### src/rtl/it_pkg.sv
package it_pkg;
  localparam int COND_W  = 4;
  localparam int MASK_W  = 4;
  localparam int STATE_W = COND_W + MASK_W;
  localparam int HI_LSB  = MASK_W + 1;
  localparam logic [COND_W-1:0] COND_ALWAYS = {COND_W{1'b1}} - 1'b1;

  typedef logic [STATE_W-1:0] it_state_t;

  typedef struct packed {
    logic n;
    logic z;
    logic c;
    logic v;
  } nzcv_t;

  function automatic logic cond_holds(logic [COND_W-1:0] cond, nzcv_t f);
    logic base;
    unique case (cond[COND_W-1:1])
      3'd0:    base = f.z;
      3'd1:    base = f.c;
      3'd2:    base = f.n;
      3'd3:    base = f.v;
      3'd4:    base = f.c & ~f.z;
      3'd5:    base = (f.n == f.v);
      3'd6:    base = ~f.z & (f.n == f.v);
      default: base = 1'b1;
    endcase
    if (cond[COND_W-1:1] == 3'b111) return 1'b1;
    return base ^ cond[0];
  endfunction

  function automatic it_state_t state_step(it_state_t s);
    it_state_t nxt;
    nxt = {s[STATE_W-1:HI_LSB], s[MASK_W-1:0], 1'b0};
    if (nxt[MASK_W-1:0] == '0) nxt = '0;
    return nxt;
  endfunction

  function automatic logic state_open(it_state_t s);
    return |s[MASK_W-1:0];
  endfunction
endpackage

### src/rtl/it_cond_eval.sv
module it_cond_eval
  import it_pkg::*;
(
  input  logic [COND_W-1:0] cond,
  input  nzcv_t             flags,
  output logic              pass
);
  always_comb pass = cond_holds(cond, flags);
endmodule

### src/rtl/it_state_reg.sv
module it_state_reg
  import it_pkg::*;
(
  input  logic      clk,
  input  logic      rst_n,
  input  logic      load_en,
  input  it_state_t load_val,
  input  logic      step_en,
  output it_state_t state_q
);
  it_state_t state_d;

  always_comb begin
    state_d = state_q;
    if (load_en)      state_d = load_val;
    else if (step_en) state_d = state_step(state_q);
  end

  always_ff @(posedge clk) begin
    if (!rst_n) state_q <= '0;
    else        state_q <= state_d;
  end
endmodule

### src/rtl/it_issue_ctrl.sv
module it_issue_ctrl
  import it_pkg::*;
(
  input  logic              instr_valid,
  input  logic              is_it,
  input  logic [COND_W-1:0] it_cond,
  input  logic [MASK_W-1:0] it_mask,
  input  it_state_t         state_q,
  output logic              open_q,
  output logic              load_en,
  output it_state_t         load_val,
  output logic              step_en,
  output logic [COND_W-1:0] slot_cond
);
  always_comb begin
    open_q    = state_open(state_q);
    load_val  = {it_cond, it_mask};
    load_en   = instr_valid & is_it & ~open_q & (|it_mask);
    step_en   = instr_valid & open_q;
    slot_cond = open_q ? state_q[STATE_W-1:MASK_W] : COND_ALWAYS;
  end
endmodule

### src/rtl/it_tracker.sv
module it_tracker
  import it_pkg::*;
(
  input  logic              clk,
  input  logic              rst_n,
  input  logic              instr_valid,
  input  logic              is_it,
  input  logic [COND_W-1:0] it_cond,
  input  logic [MASK_W-1:0] it_mask,
  input  logic              flag_n,
  input  logic              flag_z,
  input  logic              flag_c,
  input  logic              flag_v,
  output logic              exec_go,
  output logic              exec_skip,
  output logic              in_block
);
  it_state_t         state_q;
  it_state_t         load_val;
  logic              open_q;
  logic              load_en;
  logic              step_en;
  logic [COND_W-1:0] slot_cond;
  logic              slot_pass;
  nzcv_t             flags;

  assign flags = '{n: flag_n, z: flag_z, c: flag_c, v: flag_v};

  it_issue_ctrl u_ctrl (
    .instr_valid (instr_valid),
    .is_it       (is_it),
    .it_cond     (it_cond),
    .it_mask     (it_mask),
    .state_q     (state_q),
    .open_q      (open_q),
    .load_en     (load_en),
    .load_val    (load_val),
    .step_en     (step_en),
    .slot_cond   (slot_cond)
  );

  it_state_reg u_state (
    .clk      (clk),
    .rst_n    (rst_n),
    .load_en  (load_en),
    .load_val (load_val),
    .step_en  (step_en),
    .state_q  (state_q)
  );

  it_cond_eval u_eval (
    .cond  (slot_cond),
    .flags (flags),
    .pass  (slot_pass)
  );

  assign exec_go   = instr_valid & slot_pass;
  assign exec_skip = instr_valid & ~slot_pass;
  assign in_block  = open_q;
endmodule

### config.mk
export PLATFORM = sky130hd
export DESIGN_NAME = it_tracker
export DESIGN_NICKNAME = d
export VERILOG_FILES = /design/src/rtl/it_pkg.sv /design/src/rtl/it_cond_eval.sv /design/src/rtl/it_state_reg.sv /design/src/rtl/it_issue_ctrl.sv /design/src/rtl/it_tracker.sv
export SDC_FILE = /design/constraint.sdc
export NUM_CORES = 1
export LEC_CHECK = 0
export BUFFER_PORTS_ARGS = -buffer_cell sky130_fd_sc_hd__buf_2
export CAP_MARGIN = 25
export CORE_AREA = 8 8 45 47
export CTS_BUF_LIST = sky130_fd_sc_hd__clkbuf_8
export CTS_CLUSTER_DIAMETER = 30
export DETAILED_ROUTE_END_ITERATION = 10
export DIE_AREA = 0 0 53 55
export SLEW_MARGIN = 15
export SYNTH_ARGS = -nofsm -noshare
export SYNTH_HDL_FRONTEND = slang
export SYNTH_SLANG_ARGS = --single-unit
### constraint.sdc
create_clock -name clk -period 2.15 [get_ports clk]
set_input_delay 0.3225 -clock clk [delete_from_list [all_inputs] [get_ports clk]]
set_output_delay 0.3225 -clock clk [all_outputs]
set_load 0.03 [all_outputs]
**Yosys cells after proc, flatten, opt, wreduce, memory -nomap -nowiden**

Cells that the tools add are included.

- Flip-flop bits (word level): 8
- Input bits: 16
- Word-level logic and storage cells: 37

- Equality and inequality tests: 8
- Muxes and demuxes: 8
- Bitwise operators: 12
- Reductions and logical operators: 7

Operators with widths:

| operator | count |
|---|---|
| $mux W8 | 3 |
| $eq A3 B3 Y1 const B | 4 |
| $and A1 B1 Y1 | 8 |
| $reduce_or A4 Y1 | 2 |
| $pmux W1 S7 | 1 |
| $eq A3 B2 Y1 const B | 2 |
| $logic_not A3 Y1 | 2 |
| $mux W4 | 1 |
| $reduce_bool A2 Y1 | 2 |
| $eq A3 B1 Y1 const B | 1 |
| $mux W1 | 3 |
| $not A1 Y1 | 3 |
| $reduce_and A2 Y1 | 1 |
| $eq A1 B1 Y1 | 1 |
| $xor A1 B1 Y1 | 1 |

**Logic depth before layout (Yosys ltp)**

- Depth in word-level cells: 8
- Gate-level depth with buffers: 6

**Modules after synthesis**

A second synthesis with hierarchy kept.

- Cells, all modules: 71
- Area total of the unflattened synthesis: 643.1 µm²

By module, submodules not included:

| module | times used | cells each | area each (µm²) | seq. area each (µm²) |
|---|---|---|---|---|
| it_state_reg | 1 | 34 | 364.1 | 160.2 |
| it_issue_ctrl | 1 | 17 | 132.6 | 0.0 |
| it_cond_eval | 1 | 18 | 130.1 | 0.0 |
| it_tracker | 1 | 2 | 16.3 | 0.0 |

**Worst setup path before layout**

No wires, ideal clock.

- Kind: register to output
- Start point: register u_state.state_q[1]
- End point: output port exec_go
- Arrival time: 1.834 ns
- Required time: 1.827 ns
- Setup slack: -0.007 ns
- Stages on the path, launching flop included: 6
- Path through: dfxtp_1 nor4_4 inv_2 a32o_1 a21o_1 a31oi_1

- Cells in the longest elaborated chain, start to end: 7
- Elaborated cells between the ends (all ways): 15
- Those cells by class: eq/ne (7); mux (4); bitwise (2); reduce/logical (2)

Ends and longest elaborated chain:

| what | line | source |
|---|---|---|
| start, declared | it_state_reg.sv:9 | `output it_state_t state_q` |
| start signal, assigned | it_state_reg.sv:21 | `else state_q <= state_d;` |
| $reduce_or A4 Y1 (*) | it_pkg.sv:41 | `return \|s[MASK_W-1:0];` |
| via in_block | it_tracker.sv:16 | `output logic in_block` |
| $mux W4 (*) | it_issue_ctrl.sv:20 | `slot_cond = open_q ? state_q[STATE_W-1:MASK_W] : COND_ALWAYS;` |
| $eq A3 B3 Y1, or another cell as far along | it_pkg.sv:19 | `unique case (cond[COND_W-1:1])` |
| $pmux W1 S7 | it_pkg.sv:19 |  |
| $xor A1 B1 Y1 | it_pkg.sv:30 | `return base ^ cond[0];` |
| $mux W1 (*) | it_pkg.sv:30 |  |
| $and A1 B1 Y1 (*) | it_tracker.sv:57 | `assign exec_go = instr_valid & slot_pass;` |
| end, declared | it_tracker.sv:14 | `output logic exec_go,` |

The timed path passes the listed nets; every way through them passes the cells marked *.

**Worst setup path after layout**

- Start point: register u_state.state_q[5]
- End point: output port exec_skip

- Cells in the longest elaborated chain, start to end: 7
- Elaborated cells between the ends (all ways): 15
- Those cells by class: eq/ne (7); mux (4); bitwise (3); reduce/logical (1)

Ends and longest elaborated chain:

| what | line | source |
|---|---|---|
| $mux W4 (*) | it_issue_ctrl.sv:20 |  |
| $eq A3 B3 Y1, or another cell as far along | it_pkg.sv:19 |  |
| $pmux W1 S7 | it_pkg.sv:19 |  |
| $xor A1 B1 Y1 | it_pkg.sv:30 |  |
| $mux W1 (*) | it_pkg.sv:30 |  |
| $not A1 Y1 (*) | it_tracker.sv:58 | `assign exec_skip = instr_valid & ~slot_pass;` |
| $and A1 B1 Y1 (*) | it_tracker.sv:58 |  |
| end, declared | it_tracker.sv:15 | `output logic exec_skip,` |

Every way passes the cells marked *; elsewhere a longest branch is shown, timed or not.

==> impl_metrics.py <==
metrics = {
    "sta": {
        "finalCritPeriodShare_pct": 94.5,
        "finalSetupViolCount": 0,
        "worst_pin_slew_ns": 0.599,
        "tns_ns": 0,
        "timing.fmax_mhz": 492,
        "drv_slew": 0,
        "hold_viol_final": 0,
        "rsz0062_at_grt": "no",
        "hold_slack_ns": 0.320,
        "skew_ns": 0.00124,
        "relSlewSlack_pct": 60.1,
        "layout_min_cycle_time_ns": 2.03,
    },
    "worst_hold_path": {
        "min_from": "instr_valid",
        "min_path_cells": 2,
        "worstHoldEndpoint": "u_state.state_q[4]",
        "hp-class": "input pin to flip-flop",
    },
    "floorplan": {
        "start_util_pct": 35.9,
        "rows": 14,
        "dieHeight_um": 55,
        "core_um2": 1380,
        "die_w_um": 53,
        "num_io_pins": 19,
        "dieArea_um2": 2920,
    },
    "clocking": {
        "clk_pin_slew_ns": 0.04,
        "cts_made_buffers": 3,
        "clock_latency_ns": 0.23,
        "cts_tree": "built",
        "clock_path_buffers": 2,
        "postCtsHoldBufs": 0,
        "cts_root_buffer": "clkbuf_8",
        "clock-sinks": 8,
        "h-tree-depth": 1,
    },
    "flow_run": {
        "maxCapViolations": 0,
    },
    "power": {
        "fin_total_pwr_uw": 590,
        "vdd_ir_drop_max_mv": 0.337,
        "share_comb_of_total_power_pct": 37.1,
        "p_seq_share_pct": 32.2,
        "p_leak_nw": 0.276,
        "sw_frac_of_total_pct": 34.1,
        "pwr-share-clk_pct": 30.7,
        "power_switching_uw": 201,
        "p_int_uw": 389,
        "p_per_area_nw_per_um2": 867,
    },
    "place": {
        "portBuffers": 18,
        "hpwl_um": 978,
        "dp.cells": 95,
        "place.gp.congestion": 0.769,
    },
    "grt": {
        "grt_pass1_wl_um": 2030,
        "antenna_found_initial": 0,
        "grt_max_degree": 10,
        "grt_overflow": 0,
        "grt_pass1_vias": 494,
        "grt_usage_pct": 9.32,
    },
    "setup_path": {
        "r2r_cells": 6,
        "worstPathRequired_ns": 1.83,
        "rr_startpoint": "u_state.state_q[2]",
        "start_kind": "flip-flop",
        "cp_max_fo": 9,
        "reg2reg_slack_ns": 0.49,
        "reg2reg_to": "u_state.state_q[6]",
        "endpoint_kind": "primary output",
        "critical_path_class": "flip-flop to primary output",
        "worstPathArrival_ns": 1.71,
    },
    "routing": {
        "drtIter0Drc": 3,
        "route.vias.total": 525,
        "dr.pass1.iters": 2,
        "drc": 0,
        "routed_wl_um": 1250,
        "viasPerCell": 5.25,
        "wl_per_cell_um": 12.5,
        "ant_nets": 0,
    },
    "cells_and_area": {
        "top_register": "u_state.state_q",
        "fill_cells": 154,
        "drive_gt1_share_pct": 38.1,
        "finalCoreUtilization_pct": 49.2,
        "layout.nets": 102,
        "largest_register_ff_count": 8,
        "area_growth_pct": 37.0,
        "layout.area.seq_um2": 164,
        "multi_input_area_um2": 323,
        "diodes": 0,
        "reg_top3": "u_state.state_q x8",
        "layoutNonFillerInstCount": 100,
    },
    "logic_synthesis": {
        "yosys_warnings": 0,
        "synth_edf_count": 0,
        "netlist_area_um2": 497,
        "ys.flop_type": "dfxtp_1",
        "netlist_instances": 61,
        "synthArstFlopShare_pct": 0,
        "syn-num-nets": 77,
        "ys_seq_area_share_pct": 32.2,
        "syn-mean-instance-area_um2": 8.14,
        "ys_types": 27,
        "ys_ff_latch": 8,
    },
    "status": {
        "status": "complete, no violations",
    },
}
## power groups by stage
| stage | Sequential, mW | Clock [mW] | Combinational (mW) |
|---|---|---|---|
| floorplan | 0.184 | 0 | 0.149 |
| CTS | 0.188 | 0.188 | 0.207 |
| finish | 0.190 | 0.181 | 0.219 |
| global route | 0.193 | 0.196 | 0.240 |
| global placement | 0.190 | 0 | 0.196 |
| detailed placement | 0.190 | 0 | 0.199 |
## layout by cell type (no fill, tap or decap), drive strengths merged, types with 2 or more instances in the layout
cell type   n
buf        21
dfxtp       8
o21ai       7
a21oi       6
nor2b       5
nand2       5
inv         4
a22oi       3
clkbuf      3
a31oi       3
nor3        3
nand3       2
nor4        2
## worst max-delay path by stage
stage | end | cells past startpoint | start
2_1_floorplan | exec_go | 5 | u_state.state_q[1]
3_3_place_gp | exec_go | 6 | u_state.state_q[1]
3_5_place_dp | exec_go | 6 | u_state.state_q[1]
4_1_cts | exec_skip | 5 | u_state.state_q[5]
5_1_grt | exec_skip | 6 | u_state.state_q[1]
6_report | exec_skip | 5 | u_state.state_q[5]
## stage by stage
stage	instance area (µm²)	setup WS, ns
CTS	664	0.0308
finish	681	0.118
detailed placement	616	0.214
global route	681	0.0262
floorplan	503	0.176
global placement	616	0.272
## area by class of cell
type / count / share of cell area [%]
well taps: 16 / 2.94
clock buffers: 3 / 6.07
flip-flops and latches: 8 / 24.1
inverters: 4 / 2.21
repair buffers: 21 / 17.3
multi-input cells: 48 / 47.4
## critical path, cell delays in order (launching register included)
cell     delay, ns
dfxtp_2       0.35
or4b_1        0.51
nand3_1       0.12
nand3_1       0.12
and4_1        0.22
buf_4         0.16
## logic make-up (layout without fill, tap and decap cells)
kind of cell    after synthesis  after routing  share of synthesized area (%)
xor+xnor                      1              1                           1.76
flops                         8              8                           32.2
buf+inv                       5             28                           4.03
compound gates               24             24                           29.2
simple gates                 23             23                           32.7
## routing by layer
layer  GRT usage, %  wire (µm)
met5              0          0
met4           6.47         24
met3           2.94         99
met2           13.5        538
met1           11.5        590
## cell usage after synthesis (2+ instances only)
cell     number  area (µm²)
dfxtp_1       8         160
o21ai_0       7        35.0
a21oi_1       6        30.0
nand2_1       5        18.8
nor2b_1       5        31.3
a22oi_1       3        22.5
a31oi_1       3        18.8
inv_1         3        11.3
nand3_1       2        10.0
nor3_1        2        10.0
## timing repair
action	in CTS	in global routing
endpoints found under the hold margin	0	0
buffers inserted	1	1
endpoints found under the setup margin	2	2
pin swaps	1	1
resized for setup	0	7
Power figures use the tool's default switching activity.
